## src/rtl/lcd_raster_pkg.sv

```systemverilog
package lcd_raster_pkg;

    typedef enum logic [1:0] {
        PH_SYNC  = 2'b00,
        PH_BACK  = 2'b01,
        PH_ACT   = 2'b10,
        PH_FRONT = 2'b11
    } phase_e;

    localparam int unsigned REG_ADDR_W = 3;
    localparam int unsigned REG_DATA_W = 32;
    localparam int unsigned HI_LSB     = REG_DATA_W / 2;

    localparam logic [REG_ADDR_W-1:0] A_CTRL  = 3'd0;
    localparam logic [REG_ADDR_W-1:0] A_HSB   = 3'd1;
    localparam logic [REG_ADDR_W-1:0] A_HAF   = 3'd2;
    localparam logic [REG_ADDR_W-1:0] A_VSB   = 3'd3;
    localparam logic [REG_ADDR_W-1:0] A_VAF   = 3'd4;

endpackage

```

## src/rtl/lcd_cfg_regs.sv

```systemverilog
module lcd_cfg_regs
    import lcd_raster_pkg::*;
#(
    parameter int unsigned CNT_W = 11
) (
    input  logic                  clk,
    input  logic                  rst_n,
    input  logic                  we_i,
    input  logic [REG_ADDR_W-1:0] addr_i,
    input  logic [REG_DATA_W-1:0] wdata_i,
    output logic                  inv_h_o,
    output logic                  inv_v_o,
    output logic                  inv_de_o,
    output logic                  edge_o,
    output logic [CNT_W-1:0]      h_len_o [4],
    output logic [CNT_W-1:0]      v_len_o [4]
);

    typedef struct packed {
        logic [3:0]       ctrl;
        logic [CNT_W-1:0] hs, hb, ha, hf;
        logic [CNT_W-1:0] vs, vb, va, vf;
    } cfg_s;

    cfg_s cfg_d, cfg_q;

    logic [CNT_W-1:0] lo_fld, hi_fld;
    logic             unused_wdata;

    assign lo_fld       = wdata_i[CNT_W-1:0];
    assign hi_fld       = wdata_i[HI_LSB+CNT_W-1:HI_LSB];
    assign unused_wdata = ^wdata_i;

    always_comb begin
        cfg_d = cfg_q;
        if (we_i) begin
            unique case (addr_i)
                A_CTRL:  cfg_d.ctrl = wdata_i[3:0];
                A_HSB:   begin cfg_d.hs = lo_fld; cfg_d.hb = hi_fld; end
                A_HAF:   begin cfg_d.ha = lo_fld; cfg_d.hf = hi_fld; end
                A_VSB:   begin cfg_d.vs = lo_fld; cfg_d.vb = hi_fld; end
                A_VAF:   begin cfg_d.va = lo_fld; cfg_d.vf = hi_fld; end
                default: ;
            endcase
        end
    end

    always_ff @(posedge clk or negedge rst_n) begin
        if (!rst_n) cfg_q <= '0;
        else        cfg_q <= cfg_d;
    end

    assign inv_h_o  = cfg_q.ctrl[0];
    assign inv_v_o  = cfg_q.ctrl[1];
    assign inv_de_o = cfg_q.ctrl[2];
    assign edge_o   = cfg_q.ctrl[3];

    assign h_len_o[0] = cfg_q.hs;
    assign h_len_o[1] = cfg_q.hb;
    assign h_len_o[2] = cfg_q.ha;
    assign h_len_o[3] = cfg_q.hf;
    assign v_len_o[0] = cfg_q.vs;
    assign v_len_o[1] = cfg_q.vb;
    assign v_len_o[2] = cfg_q.va;
    assign v_len_o[3] = cfg_q.vf;

    // a register keeps its contents when no write strobe is present
    assert_hold_no_write_R8: assert property (@(posedge clk) disable iff (!rst_n)
        !we_i |=> $stable(cfg_q));

endmodule

```

## src/rtl/lcd_phase_seq.sv

```systemverilog
module lcd_phase_seq
    import lcd_raster_pkg::*;
#(
    parameter int unsigned CNT_W = 11
) (
    input  logic             clk,
    input  logic             rst_n,
    input  logic             step_i,
    input  logic [CNT_W-1:0] len_i [4],
    output phase_e           phase_o,
    output logic             last_o,
    output logic             wrap_o
);

    typedef struct packed {
        phase_e           phase;
        logic [CNT_W-1:0] cnt;
    } seq_s;

    seq_s             s_d, s_q;
    logic [CNT_W-1:0] cur_len;
    logic             last;

    always_comb begin
        cur_len = len_i[s_q.phase];
        last    = (cur_len == '0) || (s_q.cnt >= cur_len - CNT_W'(1));
        s_d     = s_q;
        if (step_i) begin
            if (last) begin
                s_d.phase = phase_e'(2'(s_q.phase + 2'd1));
                s_d.cnt   = '0;
            end else begin
                s_d.cnt   = s_q.cnt + CNT_W'(1);
            end
        end
    end

    always_ff @(posedge clk or negedge rst_n) begin
        if (!rst_n) s_q <= '{phase: PH_SYNC, cnt: '0};
        else        s_q <= s_d;
    end

    assign phase_o = s_q.phase;
    assign last_o  = last;
    assign wrap_o  = step_i && last && (s_q.phase == PH_FRONT);

    // phase and count are frozen between steps
    assert_freeze_no_step_R3: assert property (@(posedge clk) disable iff (!rst_n)
        !step_i |=> ($stable(s_q.phase) && $stable(s_q.cnt)));

    // a step either keeps the phase or moves to the next one in order
    assert_phase_order_R3: assert property (@(posedge clk) disable iff (!rst_n)
        step_i |=> (s_q.phase == $past(s_q.phase)
                    || s_q.phase == phase_e'(2'($past(s_q.phase) + 2'd1))));

endmodule

```

## src/rtl/lcd_pol_out.sv

```systemverilog
module lcd_pol_out
    import lcd_raster_pkg::*;
(
    input  phase_e h_phase_i,
    input  phase_e v_phase_i,
    input  logic   inv_h_i,
    input  logic   inv_v_i,
    input  logic   inv_de_i,
    output logic   hsync_o,
    output logic   vsync_o,
    output logic   de_o
);

    always_comb begin
        hsync_o = (h_phase_i == PH_SYNC) ^ inv_h_i;
        vsync_o = (v_phase_i == PH_SYNC) ^ inv_v_i;
        de_o    = ((h_phase_i == PH_ACT) && (v_phase_i == PH_ACT)) ^ inv_de_i;
    end

endmodule

```

## src/rtl/lcd_raster_timer.sv

```systemverilog
module lcd_raster_timer
    import lcd_raster_pkg::*;
#(
    parameter int unsigned CNT_W = 11
) (
    input  logic             clk,
    input  logic             rst_n,
    input  logic             cfg_we,
    input  logic [2:0]       cfg_addr,
    input  logic [31:0]      cfg_wdata,
    output logic             pclk_o,
    output logic             hsync_o,
    output logic             vsync_o,
    output logic             de_o,
    output logic [1:0]       h_status_o,
    output logic [1:0]       v_status_o,
    output logic [CNT_W-1:0] line_o
);

    typedef struct packed {
        logic             pclk;
        logic [CNT_W-1:0] line;
    } top_s;

    top_s top_d, top_q;

    logic             inv_h, inv_v, inv_de, edge_sel;
    logic [CNT_W-1:0] h_len [4];
    logic [CNT_W-1:0] v_len [4];
    phase_e           h_phase, v_phase;
    logic             h_step, h_last, h_wrap;
    logic             v_last, v_wrap_unused;

    lcd_cfg_regs #(.CNT_W(CNT_W)) u_regs (
        .clk      (clk),
        .rst_n    (rst_n),
        .we_i     (cfg_we),
        .addr_i   (cfg_addr),
        .wdata_i  (cfg_wdata),
        .inv_h_o  (inv_h),
        .inv_v_o  (inv_v),
        .inv_de_o (inv_de),
        .edge_o   (edge_sel),
        .h_len_o  (h_len),
        .v_len_o  (v_len)
    );

    assign h_step = (top_q.pclk == edge_sel);

    lcd_phase_seq #(.CNT_W(CNT_W)) u_hseq (
        .clk     (clk),
        .rst_n   (rst_n),
        .step_i  (h_step),
        .len_i   (h_len),
        .phase_o (h_phase),
        .last_o  (h_last),
        .wrap_o  (h_wrap)
    );

    lcd_phase_seq #(.CNT_W(CNT_W)) u_vseq (
        .clk     (clk),
        .rst_n   (rst_n),
        .step_i  (h_wrap),
        .len_i   (v_len),
        .phase_o (v_phase),
        .last_o  (v_last),
        .wrap_o  (v_wrap_unused)
    );

    always_comb begin
        top_d      = top_q;
        top_d.pclk = ~top_q.pclk;
        if (h_wrap) begin
            if (v_phase == PH_BACK && v_last)
                top_d.line = '0;
            else if (v_phase == PH_ACT && !v_last)
                top_d.line = top_q.line + CNT_W'(1);
        end
    end

    always_ff @(posedge clk or negedge rst_n) begin
        if (!rst_n) top_q <= '0;
        else        top_q <= top_d;
    end

    lcd_pol_out u_out (
        .h_phase_i (h_phase),
        .v_phase_i (v_phase),
        .inv_h_i   (inv_h),
        .inv_v_i   (inv_v),
        .inv_de_i  (inv_de),
        .hsync_o   (hsync_o),
        .vsync_o   (vsync_o),
        .de_o      (de_o)
    );

    assign pclk_o     = top_q.pclk;
    assign h_status_o = h_phase;
    assign v_status_o = v_phase;
    assign line_o     = top_q.line;

    // horizontal timing moves only at the selected pixel-clock edge
    assert_h_edge_only_R2: assert property (@(posedge clk) disable iff (!rst_n)
        (top_q.pclk != edge_sel) |=> $stable(h_phase));

    // vertical phase changes only when a line ends
    assert_v_at_line_end_R4: assert property (@(posedge clk) disable iff (!rst_n)
        (h_phase != PH_FRONT) |=> $stable(v_phase));

    // line number is held through vertical sync and front porch
    assert_line_hold_R5: assert property (@(posedge clk) disable iff (!rst_n)
        (v_phase == PH_SYNC || v_phase == PH_FRONT) |=> $stable(top_q.line));

endmodule

```

## config.mk

```make
export PLATFORM = sky130hd
export DESIGN_NAME = lcd_raster_timer
export DESIGN_NICKNAME = d
export VERILOG_FILES = /design/src/rtl/lcd_raster_pkg.sv /design/src/rtl/lcd_cfg_regs.sv /design/src/rtl/lcd_phase_seq.sv /design/src/rtl/lcd_pol_out.sv /design/src/rtl/lcd_raster_timer.sv
export SDC_FILE = /design/constraint.sdc
export NUM_CORES = 1
export LEC_CHECK = 0
export BUFFER_PORTS_ARGS = -buffer_cell sky130_fd_sc_hd__buf_2
export CORE_MARGIN = 5
export CORE_UTILIZATION = 60
export DETAILED_ROUTE_END_ITERATION = 10
export PLACE_DENSITY = 0.82
export SYNTH_ARGS = -nofsm -noshare
export SYNTH_HDL_FRONTEND = slang
export SYNTH_SLANG_ARGS = --single-unit
```

## constraint.sdc

```tcl
create_clock -name clk -period 9.15 [get_ports clk]
set_clock_uncertainty 0.2 [all_clocks]
set_input_delay 0.4575 -clock clk [delete_from_list [all_inputs] [get_ports clk]]
set_output_delay 0.4575 -clock clk [all_outputs]
set_load 0.05 [all_outputs]
```

==> flow_results.org <==
** Layout
- Final Instance Area :: between 7000 and 8000 sq um
- Count of inserted antenna diode cells :: 0
- The area growth from synthesis to layout is 13.1%.
- The multi-input combinational cells in the finished layout cover a total of roughly 3500 sq um.
- Fill cells :: around 810
- Fraction of final layout cells sized beyond drive strength 1 :: 34.1%
- At the end of the flow, the number of nets in the layout was between 600 and 700.
- Register cell area after layout :: around 3300 sq um

** Setup path
- Buf/Inv on CP :: 0
- Slowest library cell on the worst path :: dfrtp_1
- Kind of cell with the highest combined delay on the critical path :: compound AO/OA/AOI/OAI gates
- Terminus of the critical flop-to-flop path :: line_o[0]
- STA classifies the critical path endpoint as a flop.
- The critical path in this run is classified as reg -> reg.
- Data on the critical path is required at its endpoint by roughly 9.2 ns.
- Crit-path cells :: mux4_2, or2_2, nor4_1, nand2_1, xor2_1, ha_1, a21oi_1, o21ai_0, o2111a_1, a2111oi_4, o21ai_2, a221o_1
- Register-to-register setup slack :: just under 4 ns
- Crit-path max cell delay :: 0.97 ns
- Worst setup SP type :: flop
- For the worst setup path, the data arrival time is around 5.4 ns.
- Worst r2r path cells :: 12
- Highest fanout seen on the critical path :: 15
- Reg2reg start :: u_vseq.phase_o[0]

** Synthesis
- Number of warning messages in the yosys log :: 0
- Of all cell types, the one taking the most synthesized area is dfrtp_1.
- The commonest cells after synthesis are dfrtp_1 (130), mux2_2 (93), ha_1 (35).
- Summing every instance area after synthesis gives slightly below 7000 sq um.
- By area, the combinational part of the netlist is dominated by multiplexers.
- Yosys mapped a number of flops with a built-in enable equal to 0.
- Summed over its instances, the top area cell type makes up between 40% and 50% of the synthesized netlist area.
- Counting flops and latches in the post-synthesis netlist gives 130.
- Multiplexer share of the synthesized area :: between 20% and 30%
- Fraction of registers with async set or reset after synthesis :: between 90% and 100%
- Simple logic cell fraction of the synthesized area :: between 10% and 20%
- After Yosys synthesis, full adders, half adders and majority gates account for 6.32% of the synthesized area.
- Ranked by total cell area, the synthesized netlist is headed by dfrtp_1 (47%), mux2_2 (15%), ha_1 (6.3%).
- Number of different library cells in the post-synthesis netlist :: 54
- Mean cell area of the mapped netlist :: 12.7 sq um
- Gate count of the mapped netlist :: 545
- Prevailing post-synth register cell :: dfrtp_1
- Sequential cells were found to cover 46.9% of the synthesized design area.
- The synthesized netlist devotes about 4% of its cell area to XOR and XNOR gates.
- The most common cell in the synthesized netlist is dfrtp_1.
- Counting every net in the synthesized netlist gives ~620.
- The synthesized netlist devotes 7.09% of its cell area to compound gates.

** Hold path
- Instance count along the most critical hold path :: 2
- The min-delay analysis places its worst path in the category in -> reg.
- The worst hold path begins at cfg_wdata[21].
- Capture endpoint of the worst hold path :: u_regs.v_len_o[27]

** Clock tree
- In this run the clock root is driven by a clkbuf_16.
- Number of clock buffers inserted by TritonCTS :: 17
- The longest clock path from root to sink contains 2 buffers.
- Deepest level of the CTS H-tree :: 4
- Clock latency at the later pin of the worst-skew pair :: around 0.42 ns
- TritonCTS built the clock tree.
- After clock tree synthesis, the flow added hold-fix buffers numbering 1.
- After clock tree synthesis, the clock-pin slew on the worst setup and hold paths is approximately 0.06 ns.
- Post-cts resize count :: 0
- Post-CTS timing repair inserted 0 buffers for setup.
- The clock drives between 100 and 150 sinks.

** Routing
- Dividing the detail-routed via count by the number of cells gives between 6 and 7.
- Post-route DRC :: 0
- The count of nets left with antenna violations once routing finished came out at 0.
- Across all layers, the routed design uses between 4k and 5k vias.
- In the final routed layout, each cell accounts on average for 20.0 um.
- Number of DRC markers in iteration 0 :: around 320
- Summed over all layers, the routed wires come to 14900 um.
- The first detailed-routing pass took 4 iterations.

** Pwr
- Sw Share :: around 33%
- Sequential share of power :: about two fifths
- Combinational logic is responsible for between 20 and 30% of the overall power.
- Peak VDD IR :: approximately 0.18 mV
- The analysis attributes to net switching a power of ~0.67 mW.
- In this run the static leakage power is roughly 3.5 nW.
- Power comes to between 2 and 2.5 mW.
- Pint :: 1.38 mW
- Pwr/cell area :: 261 nW/um^2
- Clock power share :: 32.9%

** Run
- Count of max-cap constraint violations :: 0

** Timing
- The smallest clock period supported by the final layout is computed as between 5 and 6 ns.
- Setup total negative slack on the finished layout was measured at 0 ns.
- Remaining max-slew budget at the tightest pin :: 16.5%
- Setup repair after global routing left no endpoint under its margin.
- Actual slew at the worst max-slew pin :: between 1 and 1.5 ns
- The final max-slew violation count came to 0.
- Setup violations remaining at the end of the flow were counted as 0.
- Peak Freq :: 190 MHz
- Worst hold slack after final layout :: ~0.13 ns
- The number of hold violations in the final report came to 0.
- The final critical path takes up 57.4% of the cycle.

** Floorplanning
- Die area :: between 10000 and 15000 sq um
- I/O pins :: 57
- Overall die width :: 117 um
- Cell Rows :: 39
- Area of the core region :: roughly 11000 sq um
- Y dimension of the die :: 117 um
- The initial utilization of the core area, before any placement, comes to ~60%.

** Global routing
- Largest net degree at the start of global routing :: around 80
- The initial antenna violation count came to 0.
- Global routing used a little under a quarter of the available tracks.
- For this run the aggregate overflow at the end of global routing stands at 0.
- The first global-routing pass estimated between 20000 and 30000 um of wire.
- The via count of the first global-routing pass came to 4944.

** Place
- The wire-length estimate of the detail-placed layout is between 10000 and 15000 um.
- IO Port Bufs :: 46
- At the end of routability-driven placement, the weighted congestion stood at around 0.85.
- In this run the cell area measured after placement is approximately 7200 sq um.

** Run status
- The run finished with clean final reports.
power by group through the flow:
stage | sequential, mW | clock [mW] | combinational [mW]
2_1_floorplan | 0.741 | 0 | 0.485
3_3_place_gp | 0.780 | 0 | 0.560
3_5_place_dp | 0.792 | 0 | 0.589
4_1_cts | 0.784 | 0.682 | 0.597
5_1_grt | 0.800 | 0.713 | 0.663
6_report | 0.782 | 0.673 | 0.592
cells by family after synthesis:
| kind of cell | after synthesis |
|---|---|
| muxes | 115 |
| buffers and inverters | 35 |
| and+or+nand+nor | 135 |
| xor gates and xnor gates | 31 |
| AOI/OAI and AO/OA | 64 |
| adders and majority gates | 35 |
| DFF | 130 |
state kept, by name (all words and copies together) (netlist names):
| signal | count |
|---|---|
| u_regs.inv_v_o | 1 |
| u_regs.h_len_o | 44 |
| u_vseq.phase_o | 2 |
| u_regs.v_len_o | 44 |
| u_hseq.phase_o | 2 |
| u_regs.inv_h_o | 1 |
| pclk_o | 1 |
| line_o | 11 |
| u_regs.edge_o | 1 |
| u_vseq.s_q | 11 |
| u_hseq.s_q | 11 |
| u_regs.inv_de_o | 1 |
cells in the final DEF (no fill, tap or decap), types with 16 or more instances in the layout:
cell type | Yosys | layout
nor2_1 | 20 | 19
nand2_1 | 33 | 33
ha_1 | 35 | 35
mux4_2 | 18 | 18
buf_2 | 4 | 45
mux2_2 | 93 | 93
clkbuf_16 | 0 | 17
xnor2_1 | 16 | 16
dfrtp_1 | 130 | 130
o21ai_0 | 16 | 16
per-layer routing:
layer	part of all wire, %	GRT usage [%]	vias up
met3	5.1	5.53	29
li1	-	-	2119
met4	2.3	9.39	0
met2	49	36.1	114
met5	0	0	-
met1	43	30.7	2371
stage by stage:
step           setup WS [ns]  cells  utilization, %
3_5_place_dp            3.91    714            63.7
4_1_cts                 3.87    747            69.0
2_1_floorplan           4.92    545               -
3_3_place_gp            4.04    714            63.7
6_report                3.90    747            69.0
5_1_grt                 3.49    747            69.0
how the worst max path moves through the flow:
stage | cells after the start | endpoint | slack (ns) | start
after CTS | 12 | line_o[0] | 3.87 | u_vseq.phase_o[0]
after detailed placement | 12 | line_o[10] | 3.91 | u_vseq.phase_o[0]
after global routing | 12 | line_o[0] | 3.49 | u_vseq.phase_o[0]
after global placement | 12 | line_o[10] | 4.04 | u_vseq.phase_o[0]
after floorplan | 16 | line_o[10] | 4.92 | u_vseq.phase_o[0]
final | 12 | line_o[0] | 3.90 | u_vseq.phase_o[0]
layout make-up:
| class | count | area share (%) |
|---|---|---|
| repair buffers | 49 | 3.29 |
| flip-flops and latches | 130 | 41.5 |
| inverters | 13 | 0.622 |
| clock buffers | 19 | 5.65 |
| well taps | 143 | 2.28 |
| clock inverters | 13 | 1.90 |
| multi-input cells | 380 | 44.8 |
worst reg2reg max path: cells and delay by family, from the launching register on:
kind                       cells  cell delay [ns]
AOI/OAI and AO/OA              6             1.91
xor gates and xnor gates       1             0.18
adders and majority gates      1             0.29
and+or+nand+nor                3             0.93
muxes                          1             0.65
DFF                            1             0.97
No activity file was read; power rests on OpenSTA's default activity.
